File: config.mk
export PLATFORM = sky130hd
export DESIGN_NAME = uart_hostbus_regs
export DESIGN_NICKNAME = d
export VERILOG_FILES = /design/src/rtl/uart_hostbus_regs.sv
export SDC_FILE = /design/constraint.sdc
export NUM_CORES = 1
export LEC_CHECK = 0
export BUFFER_PORTS_ARGS = -buffer_cell sky130_fd_sc_hd__buf_4
export CAP_MARGIN = 15
export CORE_MARGIN = 1.5
export CORE_UTILIZATION = 53
export DETAILED_ROUTE_END_ITERATION = 12
export PLACE_DENSITY = 0.81
export SYNTH_ARGS = -nofsm -noshare
export SYNTH_HDL_FRONTEND = slang
export SYNTH_SLANG_ARGS = --single-unit
File: constraint.sdc
create_clock -name clk -period 2.5 [get_ports clk]
set_clock_uncertainty 0.15 [all_clocks]
set_input_delay 0.5 -clock clk [delete_from_list [all_inputs] [get_ports clk]]
set_output_delay 0.5 -clock clk [all_outputs]
set_load 0.005 [all_outputs]
File: src/rtl/uart_hostbus_regs.sv
module uart_hostbus_regs #(
  parameter int DW = 8,
  parameter int SYNC = 2,
  parameter logic [DW-1:0] REV_CODE = 'h03,
  parameter logic [DW-1:0] ID_CODE  = 'h05,
  parameter logic [DW-1:0] ENH_KEY  = 'hBF
) (
  input  logic          clk,
  input  logic          rst_n,
  input  logic          cs_n,
  input  logic          rd_n,
  input  logic          wr_n,
  input  logic [2:0]    addr,
  input  logic [DW-1:0] wdata,
  input  logic [DW-1:0] rbr_in,
  input  logic [DW-1:0] isr_in,
  input  logic [DW-1:0] lsr_in,
  input  logic [DW-1:0] msr_in,
  output logic [DW-1:0] rdata,
  output logic          rdata_oe,
  output logic          thr_wr,
  output logic [DW-1:0] thr_data,
  output logic          rx_rd,
  output logic          fcr_wr,
  output logic [DW-1:0] lcr_q,
  output logic [DW-1:0] ier_q,
  output logic [DW-1:0] fcr_q,
  output logic [DW-1:0] mcr_q,
  output logic [DW-1:0] xfr_q,
  output logic [DW-1:0] irpw_q,
  output logic [DW-1:0] spr_q,
  output logic [DW-1:0] dll_q,
  output logic [DW-1:0] dlm_q,
  output logic [DW-1:0] efr_q,
  output logic [DW-1:0] xon1_q,
  output logic [DW-1:0] xon2_q,
  output logic [DW-1:0] xoff1_q,
  output logic [DW-1:0] xoff2_q
);

  logic [SYNC-1:0] cs_sh, rd_sh, wr_sh;
  logic            rd_act, wr_act, rd_prev, wr_prev, rd_end, wr_end;
  logic [2:0]      lat_addr;
  logic [DW-1:0]   lat_data, rd_mux;
  logic            dlab, enh, id_view;

  always_ff @(posedge clk or negedge rst_n)
    if (!rst_n) begin
      cs_sh <= '1;
      rd_sh <= '1;
      wr_sh <= '1;
    end else begin
      cs_sh <= {cs_sh[SYNC-2:0], cs_n};
      rd_sh <= {rd_sh[SYNC-2:0], rd_n};
      wr_sh <= {wr_sh[SYNC-2:0], wr_n};
    end

  assign rd_act = ~cs_sh[SYNC-1] & ~rd_sh[SYNC-1];
  assign wr_act = ~cs_sh[SYNC-1] & ~wr_sh[SYNC-1];
  assign rd_end = rd_prev & ~rd_act;
  assign wr_end = wr_prev & ~wr_act;

  assign dlab    = lcr_q[7];
  assign enh     = (lcr_q == ENH_KEY);
  assign id_view = dlab && dll_q == '0 && dlm_q == '0;

  always_ff @(posedge clk or negedge rst_n)
    if (!rst_n) begin
      rd_prev  <= 1'b0;
      wr_prev  <= 1'b0;
      lat_addr <= '0;
      lat_data <= '0;
    end else begin
      rd_prev <= rd_act;
      wr_prev <= wr_act;
      if (rd_act || wr_act) begin
        lat_addr <= addr;
        lat_data <= wdata;
      end
    end

  always_ff @(posedge clk or negedge rst_n)
    if (!rst_n) begin
      thr_wr <= 1'b0; rx_rd <= 1'b0; fcr_wr <= 1'b0; thr_data <= '0;
      lcr_q <= '0; ier_q <= '0; fcr_q <= '0; mcr_q <= '0;
      xfr_q <= '0; irpw_q <= '0; spr_q <= '0; dll_q <= '0; dlm_q <= '0;
      efr_q <= '0; xon1_q <= '0; xon2_q <= '0; xoff1_q <= '0; xoff2_q <= '0;
    end else begin
      thr_wr <= 1'b0;
      fcr_wr <= 1'b0;
      rx_rd  <= rd_end && lat_addr == 3'd0 && !dlab;
      if (wr_end) begin
        case (lat_addr)
          3'd0: if (!enh) begin
                  if (dlab) dll_q <= lat_data;
                  else begin thr_wr <= 1'b1; thr_data <= lat_data; end
                end
          3'd1: if (!enh) begin
                  if (dlab) dlm_q <= lat_data;
                  else      ier_q <= lat_data;
                end
          3'd2: if (enh) efr_q <= lat_data;
                else begin fcr_q <= lat_data; fcr_wr <= 1'b1; end
          3'd3: lcr_q <= lat_data;
          3'd4: if (enh) xon1_q  <= lat_data; else mcr_q  <= lat_data;
          3'd5: if (enh) xon2_q  <= lat_data; else xfr_q  <= lat_data;
          3'd6: if (enh) xoff1_q <= lat_data; else irpw_q <= lat_data;
          default: if (enh) xoff2_q <= lat_data; else spr_q <= lat_data;
        endcase
      end
    end

  always_comb begin
    rd_mux = '0;
    case (addr)
      3'd0: rd_mux = !dlab ? rbr_in : id_view ? REV_CODE : enh ? '0 : dll_q;
      3'd1: rd_mux = !dlab ? ier_q  : id_view ? ID_CODE  : enh ? '0 : dlm_q;
      3'd2: rd_mux = enh ? efr_q   : isr_in;
      3'd3: rd_mux = lcr_q;
      3'd4: rd_mux = enh ? xon1_q  : mcr_q;
      3'd5: rd_mux = enh ? xon2_q  : lsr_in;
      3'd6: rd_mux = enh ? xoff1_q : msr_in;
      default: rd_mux = enh ? xoff2_q : spr_q;
    endcase
  end

  assign rdata_oe = rd_act;
  assign rdata    = rd_act ? rd_mux : '0;

  assert_single_strobe_R1: assert property (@(posedge clk) disable iff (!rst_n)
    !(rd_act && wr_act));
  assert_quiet_bus_R1: assert property (@(posedge clk) disable iff (!rst_n)
    (rdata != '0) |-> rdata_oe);
  assert_pulse_width_R2: assert property (@(posedge clk) disable iff (!rst_n)
    (thr_wr || fcr_wr) |=> !(thr_wr || fcr_wr));
  assert_rx_pulse_width_R2: assert property (@(posedge clk) disable iff (!rst_n)
    rx_rd |=> !rx_rd);
  assert_enh_guard_R10: assert property (@(posedge clk) disable iff (!rst_n)
    !$stable({efr_q, xon1_q, xon2_q, xoff1_q, xoff2_q}) |-> $past(lcr_q) == ENH_KEY);
  assert_dl_guard_R10: assert property (@(posedge clk) disable iff (!rst_n)
    !$stable({dll_q, dlm_q}) |-> $past(lcr_q[7]));
  assert_ier_guard_R10: assert property (@(posedge clk) disable iff (!rst_n)
    !$stable(ier_q) |-> !$past(lcr_q[7]));

endmodule

==> results of run 1 <==
[layout by cell type (no fill, tap or decap), types with 4 or more instances in the layout]
| master | instances |
|---|---|
| a21oi_1 | 6 |
| a221oi_1 | 4 |
| a221oi_2 | 4 |
| a22oi_1 | 4 |
| buf_12 | 5 |
| buf_4 | 248 |
| buf_6 | 5 |
| clkbuf_16 | 17 |
| clkinv_2 | 4 |
| dfrtp_1 | 136 |
| dfstp_2 | 6 |
| inv_1 | 14 |
| mux2_2 | 136 |
| mux2_4 | 10 |
| mux2i_1 | 14 |
| nand2_1 | 14 |
| nand3_1 | 5 |
| nor2_1 | 12 |
| nor2_2 | 8 |
| nor3_1 | 4 |
| o21ai_0 | 15 |
| o21ai_1 | 4 |
| or3_1 | 4 |
[final cells by class]
| type | instances | share of cell area, % |
|---|---|---|
| sequential | 142 | 37.5 |
| multi-input combinational | 319 | 32.1 |
| timing repair buffer | 260 | 21.5 |
| clock buffer | 22 | 4.99 |
| tap | 168 | 2.21 |
| clock inverter | 10 | 1.18 |
| inverter | 14 | 0.553 |
[metrics by stage]
step	setup TNS, ns	instances	cell area (µm²)	power, mW
finish	-2.97	935	9500	8.73
global route	-3.46	935	9500	9.08
CTS	-3.15	933	9420	8.67
detailed placement	-1.67	894	8610	6.00
global placement	-1.70	894	8610	5.89
floorplan	0	509	6630	4.29
[layer usage]
metal / GRT usage, % / up-vias
li1: - / 2351
met1: 41.6 / 2767
met2: 56.1 / 262
met3: 6.85 / 55
met4: 15.1 / 0
met5: 0 / -
[power by group through the flow]
stage	clock [mW]	combinational, mW	sequential [mW]
after floorplan	0	0.957	3.33
after global placement	0	2.48	3.41
after detailed placement	0	2.55	3.45
after CTS	2.52	2.72	3.43
after global routing	2.62	2.96	3.50
final	2.49	2.79	3.45
[worst max-delay path, delay by kind of cell, from the launching register on]
family | cells | cell delay [ns]
buffers and inverters | 2 | 0.35
AND/OR/NAND/NOR | 2 | 0.36
flip-flops | 1 | 0.37
AO/OA/AOI/OAI | 3 | 0.81
[logic make-up (layout without fill, tap and decap cells)]
kind of cell | Yosys count | in the layout | share of synthesized area, %
AOI/OAI and AO/OA | 75 | 75 | 7.87
buffers and inverters | 48 | 306 | 3.36
DFF | 142 | 142 | 53.7
muxes | 163 | 163 | 27.8
and+or+nand+nor | 81 | 81 | 7.23
[how the worst max path moves through the flow]
stage	from	end
finish	lcr_q[6]$_DFFE_PN0P_	rdata[5]
detailed placement	addr[0]	rdata[0]
global route	lcr_q[6]$_DFFE_PN0P_	rdata[5]
global placement	addr[0]	rdata[0]
floorplan	addr[2]	rdata[1]
CTS	lcr_q[6]$_DFFE_PN0P_	rdata[5]
[repair_timing]
item,4_1_cts,5_1_grt
gates resized for setup,34,15
hold buffers,1,0
buffers inserted,7,2
pin swaps,14,11
hold endpoints to repair,47,0
endpoints found under the setup margin,18,16
==> summary.txt, run 1 <==
Outcome
  • Status: complete, but fails checks
  • Failing checks: setup timing

Global route
  • Initial antenna violation count: 0
  • Grt ovf: 0
  • Vias in the first global route: 5502
  • First-pass GRT wire length: 31700 µm
  • Global Route Usage Sum: 33.2%
  • Largest net degree at the start of global routing: 56

STA
  • Crit path time final: 2.95 ns
  • RSZ-0062 raised after global routing: yes
  • Min Hold Slack: 0.0332 ns
  • Fmax: 339 MHz
  • Fin. max-slew vios: 0
  • Final setup margin: -0.446 ns
  • # setup viols final: 8
  • Slew headroom: 50.0%
  • Fin crit share: 118%
  • Final hold vios: 0
  • Worst slew pin tran: 0.750 ns

Floorplanning
  • Core area: 0.0121 mm²
  • # rows: 40
  • Ports: 180
  • Initial Utilization: 54.7%
  • Die width: 115 µm
  • Die height: 115 µm
  • Die area: 0.0132 mm²

Route
  • Post-DR vias/cell: 5.81
  • Wire per inst: 23.0 µm
  • M1 wire length: 8520 µm
  • WL met3: 1410 µm
  • Highest routed layer: met4
  • Post-DRT Antenna Nets: 0
  • Met2 routed WL: 10900 µm
  • DR pass1 iterations: 5
  • Final WL: 21500 µm
  • Initial DRC count: 476
  • Routed via count: 5435
  • Drt drc: 0

Cells and area
  • Post-layout util: 78.5%
  • Area occupied by registers: 0.00356 mm²
  • Multi-input logic area: 0.00305 mm²
  • # diodes: 0
  • Total Nets Final: 802
  • Layout cell share with drive strength beyond 1: 63.2%
  • Fillers: 747
  • Layout area overhead: 43.4%

Setup path
  • Critical-path maximum fanout: 3
  • Critical R2R Launch: lcr_q[6]$_DFFE_PN0P_
  • Crit start category: register
  • Signal arrival time at the worst endpoint: 2.30 ns
  • Crit-path max cell delay: 0.37 ns
  • Worst reg2reg setup slack: 0.17 ns
  • Critical Path Most Common Cell: buf_4
  • Worst-path cell chain: nand4b_1 > buf_4 > o21ai_4 > nor2b_2 > a211o_1 > o31a_1 > buf_4
  • R2R depth: 9
  • Required time worst endpoint: 1.85 ns
  • Slowest cell on the critical path: dfrtp_1
  • R2R Path End: xon2_q[3]$_DFFE_PN0P_
  • Crit end category: primary output
  • Crit Path Class: register to primary output

Power
  • Seq pwr share: 39.5%
  • Power Dens Cells: 918 mW/mm²
  • Combinational share of power: 32.0%
  • Internal power: 6.09 mW
  • Switch Pwr: 2.64 mW
  • Clk pwr share: 28.5%
  • Worst VDD drop: 766 µV
  • Switching part of the total: 30.2%
  • P_leak: 4.63 nW

Synth
  • Async SR Flop Fraction: 100%
  • Syn avg cell area: 13.0 µm²
  • Sequential area share after synthesis: 53.7%
  • Cells after synthesis: 509
  • Post-synth top area cell: dfrtp_1
  • EDFF count, synth: 0
  • Post-synth top cells: mux2_2 (138), dfrtp_1 (136), o21ai_0 (21), mux2i_1 (17), nand2_1 (15)
  • Syn. warnings: 0
  • Synth Flop Type: dfrtp_1
  • Register bit count reported by yosys: 142
  • Yosys top cell area share: 51.3%
  • Synth area leaders: dfrtp_1 (51%), mux2_2 (23%), mux2i_1 (2.6%), dfstp_2 (2.4%), mux2_4 (1.8%)
  • Yosys cell types: 54
  • Post-synthesis cell area: 0.00663 mm²
  • Syn nets: 557
  • Count leader, synth: mux2_2

Clock network
  • TritonCTS Buffers: 17
  • CTS tree: built
  • Clock transition at path regs: 0.06 ns
  • CTS H-tree depth: 4
  • Clock Tree Buf Depth: 2
  • Clock Tree Root: clkbuf_16
  • Sink Count: 142
  • Clk_lat worst skew: 0.42 ns

Place
  • Dpl hpwl: 15200 µm
  • Buffers on Ports: 179
  • Setup WS pre-CTS: -0.185 ns
  • Gpl congestion: 0.969

Worst hold path
  • Hold wc startpoint: wr_n
  • Worst Hold Class: primary input to register
  • Worst Hold Path EP: wr_sh[0]$_DFF_PN1_
  • Worst Hold Depth: 1

Job
  • Max Cap Viol: 0
(Power assumes the default switching activity.)
==> inputs of run 2 (changes only) <==
==> constraint.sdc (replaced) <==
create_clock -name clk -period 2.5 [get_ports clk]
set_clock_uncertainty 0.15 [all_clocks]
set_input_delay 0.75 -clock clk [delete_from_list [all_inputs] [get_ports clk]]
set_output_delay 0.75 -clock clk [all_outputs]
set_load 0.005 [all_outputs]
==> summary.txt, run 2 (same netlist as run 1, synthesis figures left out) <==
Outcome
  • Status: complete, but fails checks (unchanged)
  • Failing checks: setup timing (unchanged)

Setup path
  • Slowest cell on the critical path: dfrtp_1 (unchanged)
  • Crit start category: register (unchanged)
  • Required time worst endpoint: 1.60 ns (was 1.85 ns)
  • Signal arrival time at the worst endpoint: 2.24 ns (was 2.30 ns)
  • Critical-path maximum fanout: 6 (was 3)
  • Crit Path Class: register to primary output (unchanged)
  • Crit-path max cell delay: 0.37 ns (about the same)
  • Crit end category: primary output (unchanged)
  • Worst-path cell chain: nand4b_1 > buf_6 > nor2_4 > buf_8 > mux2i_2 > o22ai_2 > o31a_1 > buf_4 (was nand4b_1 > buf_4 > o21ai_4 > nor2b_2 > a211o_1 > o31a_1 > buf_4)

Route
  • Final WL: 21400 µm (was 21500 µm)
  • Post-DR vias/cell: 5.87 (was 5.81)
  • Routed via count: 5527 (was 5435)
  • Initial DRC count: 516 (was 476)
  • Post-DRT Antenna Nets: 0 (unchanged)
  • Wire per inst: 22.7 µm (was 23.0 µm)
  • Drt drc: 0 (unchanged)
  • DR pass1 iterations: 5 (unchanged)

Power
  • Clk pwr share: 29.3% (was 28.5%)
  • P_leak: 4.69 nW (was 4.63 nW)
  • Power Dens Cells: 915 mW/mm² (was 918 mW/mm²)
  • Worst VDD drop: 673 µV (was 766 µV)
  • Final total power: 8.81 mW (was 8.73 mW)
  • Seq pwr share: 39.0% (was 39.5%)
  • Combinational share of power: 31.7% (was 32.0%)
  • Switch Pwr: 2.61 mW (was 2.64 mW)
  • Switching part of the total: 29.6% (was 30.2%)
  • Internal power: 6.20 mW (was 6.09 mW)

Global route
  • First-pass GRT wire length: 31500 µm (was 31700 µm)
  • Grt ovf: 0 (unchanged)
  • Initial antenna violation count: 0 (unchanged)
  • Largest net degree at the start of global routing: 51 (was 56)
  • Vias in the first global route: 5561 (was 5502)
  • Global Route Usage Sum: 32.7% (was 33.2%)

Floorplanning
  • Core area: 0.0121 mm² (unchanged)
  • Die area: 0.0132 mm² (unchanged)
  • Ports: 180 (unchanged)
  • Die height: 115 µm (unchanged)
  • Die width: 115 µm (unchanged)
  • Initial Utilization: 54.7% (unchanged)
  • # rows: 40 (unchanged)

Clock network
  • Clock Tree Root: clkbuf_16 (unchanged)
  • CTS Hold Buffers Added: 0 (was 1)
  • TritonCTS Buffers: 17 (unchanged)
  • Sink Count: 142 (unchanged)
  • Clock transition at path regs: 0.06 ns (about the same)
  • CTS H-tree depth: 4 (unchanged)
  • Clock Tree Buf Depth: 2 (unchanged)
  • Clk_lat worst skew: 0.42 ns (about the same)
  • CTS tree: built (unchanged)

STA
  • Min Hold Slack: 0.0824 ns (was 0.0332 ns)
  • Fmax: 318 MHz (was 339 MHz)
  • Final hold vios: 0 (unchanged)
  • Fin. max-slew vios: 0 (unchanged)
  • Final setup margin: -0.640 ns (was -0.446 ns)
  • Crit path time final: 3.14 ns (was 2.95 ns)
  • RSZ-0062 raised after global routing: yes (unchanged)
  • # setup viols final: 9 (was 8)
  • Fin crit share: 126% (was 118%)
  • Worst slew pin tran: 0.766 ns (was 0.750 ns)
  • Slew headroom: 48.9% (was 50.0%)

Cells and area
  • Layout cell share with drive strength beyond 1: 64.4% (was 63.2%)
  • Total Nets Final: 808 (was 802)
  • Layout area overhead: 45.2% (was 43.4%)
  • # diodes: 0 (unchanged)
  • Final std cells w/o fill: 941 (was 935)
  • Commonest non-fill, non-tap cell in the layout: buf_4 (unchanged)
  • Post-layout util: 79.5% (was 78.5%)
  • Most frequent cells in the layout: buf_4 (248), dfrtp_1 (136), mux2_2 (131) (was buf_4 (248), mux2_2 (136), dfrtp_1 (136))

Place
  • Buffers on Ports: 179 (unchanged)
  • Gpl congestion: 0.951 (was 0.969)
  • Setup WS pre-CTS: -0.634 ns (was -0.185 ns)
  • Dpl hpwl: 15000 µm (was 15200 µm)
  • Placed Instances: 900 (was 894)

Job
  • Max Cap Viol: 0 (unchanged)

Worst hold path
  • Worst Hold Class: primary input to async pin (was primary input to register)
==> run 2: changes by cell type in the layout (fill, tap and decap cells not counted), sizes merged <==
cell,delta
buf,+7
bufinv,+1
dlygate4sd3,-1
inv,-1
==> run 2: layout make-up <==
cell class	instances	area, µm²
Sequential cell	142	3560
Multi-Input combinational cell	319	3100
Fill cell	758	2490
Timing Repair Buffer	266	2090
Clock buffer	22	474
Tap cell	168	210
Clock inverter	10	135
Inverter	14	56.3
==> run 2: worst max-delay path, delay by kind of cell (launching register included) <==
family	cells	cell delay [ns]
buffers and inverters	3	0.47
AO/OA/AOI/OAI	2	0.41
flip-flops	1	0.37
multiplexers	1	0.25
AND/OR/NAND/NOR	2	0.31
==> run 2: per-layer routing <==
metal / vias up / GRT usage (%) / part of all wire [%]
met4: 0 / 13.9 / 3.1
met5: - / 0 / 0
met2: 273 / 54.8 / 50
met1: 2818 / 41.9 / 40
li1: 2382 / - / -
met3: 54 / 6.27 / 6.5
==> run 2: repair_timing <==
action	CTS	global route
pin swaps	8	6
resized for setup	37	26
endpoints found under the setup margin	8	18
buffers inserted	7	4
cloned	1	0
==> run 2: stage by stage <==
stage	area (µm²)	setup TNS [ns]
final	9620	-4.68
after global routing	9620	-5.24
after CTS	9470	-5.06
after detailed placement	8680	-4.75
after global placement	8680	-4.52
after floorplan	6740	-0.843
==> run 2: worst paths after layout <==
check,from,slack (ns),end,depth (start not counted)
worst max-delay path,lcr_q[6]$_DFFE_PN0P_,-0.64,rdata[5],8
worst min-delay path,rst_n,0.08,thr_data[7]$_DFFE_PN0P_,1
worst max register to register,lcr_q[6]$_DFFE_PN0P_,0.06,xoff2_q[3]$_DFFE_PN0P_,8
worst min register to register,wr_sh[0]$_DFF_PN1_,0.21,wr_sh[1]$_DFF_PN1_,0
max in group asynchronous,rst_n,1.49,cs_sh[1]$_DFF_PN1_,2
min in group clk,wr_sh[0]$_DFF_PN1_,0.21,wr_sh[1]$_DFF_PN1_,0
==> run 2: power by group through the flow <==
stage | logic [mW] | registers [mW] | clock network [mW]
final | 2.79 | 3.44 | 2.58
after global placement | 2.53 | 3.39 | 0
after detailed placement | 2.60 | 3.43 | 0
after floorplan | 0.987 | 3.33 | 0
after CTS | 2.72 | 3.41 | 2.61
after global routing | 2.95 | 3.49 | 2.69
==> inputs of run 3 (changes only) <==
- CELL_PAD_IN_SITES_DETAIL_PLACEMENT: unset -> 1
- CELL_PAD_IN_SITES_GLOBAL_PLACEMENT: unset -> 1
- CORE_UTILIZATION: 53 -> 42
- CTS_CLUSTER_DIAMETER: unset -> 100
- PLACE_DENSITY: 0.81 -> unset
- PLACE_DENSITY_LB_ADDON: unset -> 0.1
==> summary.txt, run 3 (same netlist as run 1, synthesis figures left out) <==
Cells and area
  • Layout area overhead: 46.4% (was 45.2%)
  • Final std cells w/o fill: 982 (was 941)
  • Area occupied by registers: 0.00356 mm² (unchanged)
  • Commonest non-fill, non-tap cell in the layout: buf_4 (unchanged)
  • Layout cell share with drive strength beyond 1: 64.6% (was 64.4%)
  • Fillers: 1549 (was 758)
  • Final Cell Area: 0.00970 mm² (was 0.00962 mm²)
  • Multi-input logic area: 0.00312 mm² (was 0.00310 mm²)
  • Total Nets Final: 806 (was 808)
  • # diodes: 0 (unchanged)
  • Most frequent cells in the layout: buf_4 (248), dfrtp_1 (136), mux2_2 (133) (was buf_4 (248), dfrtp_1 (136), mux2_2 (131))

Setup path
  • Crit start category: register (unchanged)
  • Crit end category: primary output (unchanged)
  • Critical Path Most Common Cell: buf_4
  • Crit-path max cell delay: 0.37 ns (about the same)
  • Slowest cell on the critical path: dfrtp_1 (unchanged)
  • Buf/Inv on CP: 3 (unchanged)
  • Critical-path maximum fanout: 3 (was 6)
  • Required time worst endpoint: 1.60 ns (about the same)
  • Crit Path Class: register to primary output (unchanged)
  • Worst-path cell chain: nand4b_1 > buf_4 > o21ai_4 > buf_6 > o22ai_4 > a221oi_4 > a221oi_2 > buf_4 (was nand4b_1 > buf_6 > nor2_4 > buf_8 > mux2i_2 > o22ai_2 > o31a_1 > buf_4)
  • Top delay family on crit path: compound AO/OA/AOI/OAI gates (was buffers and inverters)
  • Worst reg2reg setup slack: 0.09 ns (was 0.06 ns)
  • Signal arrival time at the worst endpoint: 2.32 ns (was 2.24 ns)

Floorplanning
  • Die width: 129 µm (was 115 µm)
  • Ports: 180 (unchanged)
  • # rows: 45 (was 40)
  • Die height: 129 µm (was 115 µm)
  • Initial Utilization: 43.3% (was 54.7%)
  • Core area: 0.0153 mm² (was 0.0121 mm²)
  • Die area: 0.0165 mm² (was 0.0132 mm²)

Clock network
  • CTS Hold Buffers Added: 0 (unchanged)
  • CTS H-tree depth: 4 (unchanged)
  • CTS tree: built (unchanged)
  • Clock transition at path regs: 0.06 ns (about the same)
  • Clk_lat worst skew: 0.42 ns (about the same)
  • Clock Tree Buf Depth: 2 (unchanged)
  • Sink Count: 142 (unchanged)
  • Clock Tree Root: clkbuf_16 (unchanged)
  • TritonCTS Buffers: 17 (unchanged)

Outcome
  • Status: complete, but fails checks (unchanged)
  • Failing checks: setup timing (unchanged)

Place
  • Area after DPL: 0.00879 mm² (was 0.00868 mm²)
  • Placed Instances: 944 (was 900)
  • Dpl hpwl: 16600 µm (was 15000 µm)
  • Buffers on Ports: 179 (unchanged)
  • Gpl congestion: 0.898 (was 0.951)

Route
  • Wire per inst: 23.9 µm (was 22.7 µm)
  • Drt drc: 0 (unchanged)
  • Post-DR vias/cell: 5.46 (was 5.87)
  • Final WL: 23500 µm (was 21400 µm)
  • Post-DRT Antenna Nets: 0 (unchanged)
  • Routed via count: 5362 (was 5527)
  • DR pass1 iterations: 5 (unchanged)
  • Initial DRC count: 255 (was 516)

STA
  • Fin crit share: 129% (was 126%)
  • Fin. max-slew vios: 0 (unchanged)
  • Crit path time final: 3.22 ns (was 3.14 ns)
  • Slew headroom: 47.9% (was 48.9%)
  • RSZ-0062 raised after global routing: yes (unchanged)
  • Final setup margin: -0.719 ns (was -0.640 ns)
  • Fmax: 311 MHz (was 318 MHz)
  • Final hold vios: 0 (unchanged)
  • # setup viols final: 8 (was 9)
  • Worst slew pin tran: 0.782 ns (was 0.766 ns)

Power
  • Worst VDD drop: 576 µV (was 673 µV)
  • Power Dens Cells: 923 mW/mm² (was 915 mW/mm²)
  • P_leak: 4.69 nW (about the same)

Global route
  • Vias in the first global route: 5861 (was 5561)
  • Initial antenna violation count: 0 (unchanged)
  • First-pass GRT wire length: 35100 µm (was 31500 µm)
  • Global Route Usage Sum: 28.9% (was 32.7%)
  • Largest net degree at the start of global routing: 44 (was 51)
  • Grt ovf: 0 (unchanged)

Job
  • Max Cap Viol: 0 (unchanged)

Worst hold path
  • Worst Hold Class: primary input to async pin (unchanged)
-- run 3: cell types whose count changed in the layout (fill, tap and decap cells not counted), moves of 3 or more --
| cell | change |
|---|---|
| inv_6 | +3 |
| mux2i_4 | -3 |
| o22ai_4 | +3 |
| o21ai_1 | -4 |
| buf_6 | -6 |
| buf_12 | +4 |
| mux2i_1 | +4 |
| o21ai_2 | +4 |
-- run 3: worst paths after layout --
path,from,endpoint,cells past startpoint
setup / recovery,lcr_q[6]$_DFFE_PN0P_,rdata[4],8
hold / removal,rst_n,xoff1_q[2]$_DFFE_PN0P_,1
setup reg to reg,lcr_q[6]$_DFFE_PN0P_,dlm_q[5]$_DFFE_PN0P_,7
hold reg to reg,wr_sh[0]$_DFF_PN1_,wr_sh[1]$_DFF_PN1_,0
max in group asynchronous,rst_n,rd_sh[1]$_DFF_PN1_,2
min in group clk,wr_sh[0]$_DFF_PN1_,wr_sh[1]$_DFF_PN1_,0
-- run 3: power by group --
part	total [mW]	switching, mW	internal, mW	leakage [nW]
clock network	2.63	1.02	1.60	0.288
registers	3.44	0.562	2.88	1.83
logic	2.89	1.19	1.70	2.57
total	8.96	2.78	6.18	4.69
-- run 3: layout make-up --
| cell class | count | area share, % |
|---|---|---|
| Multi-Input combinational cell | 319 | 32.2 |
| Timing Repair Buffer | 264 | 21.6 |
| Inverter | 14 | 0.542 |
| Clock buffer | 20 | 4.60 |
| Clock inverter | 12 | 1.62 |
| Tap cell | 211 | 2.72 |
| Sequential cell | 142 | 36.7 |
-- run 3: per-stage QoR --
step / setup TNS [ns] / util, % / hold WS (ns) / power [mW] / setup slack [ns]
6_report: -5.52 / 63.4 / 0.107 / 8.96 / -0.719
5_1_grt: -6.44 / 63.4 / 0.129 / 9.33 / -0.814
4_1_cts: -5.29 / 62.5 / 0.120 / 8.82 / -0.703
3_5_place_dp: -4.69 / 57.4 / 0.197 / 6.09 / -0.626
3_3_place_gp: -4.52 / 57.4 / 0.197 / 5.97 / -0.629
2_1_floorplan: -0.843 / - / 0.195 / 4.32 / -0.161
-- run 3: what timing repair did --
action / CTS / global route
setup buffers: 5 / 4
gates cloned: 0 / 0
endpoints found under the hold margin: 0 / 0
endpoints found under the setup margin: 8 / 8
gates resized for setup: 33 / 21
pin swaps: 6 / 18
-- run 3: per-layer routing --
metal	wire [µm]	vias up	track usage [%]
li1	-	2363	-
met1	9960	2755	37.5
met2	11500	193	47.6
met3	1240	51	5.86
met4	755	0	12.0
met5	0	-	0
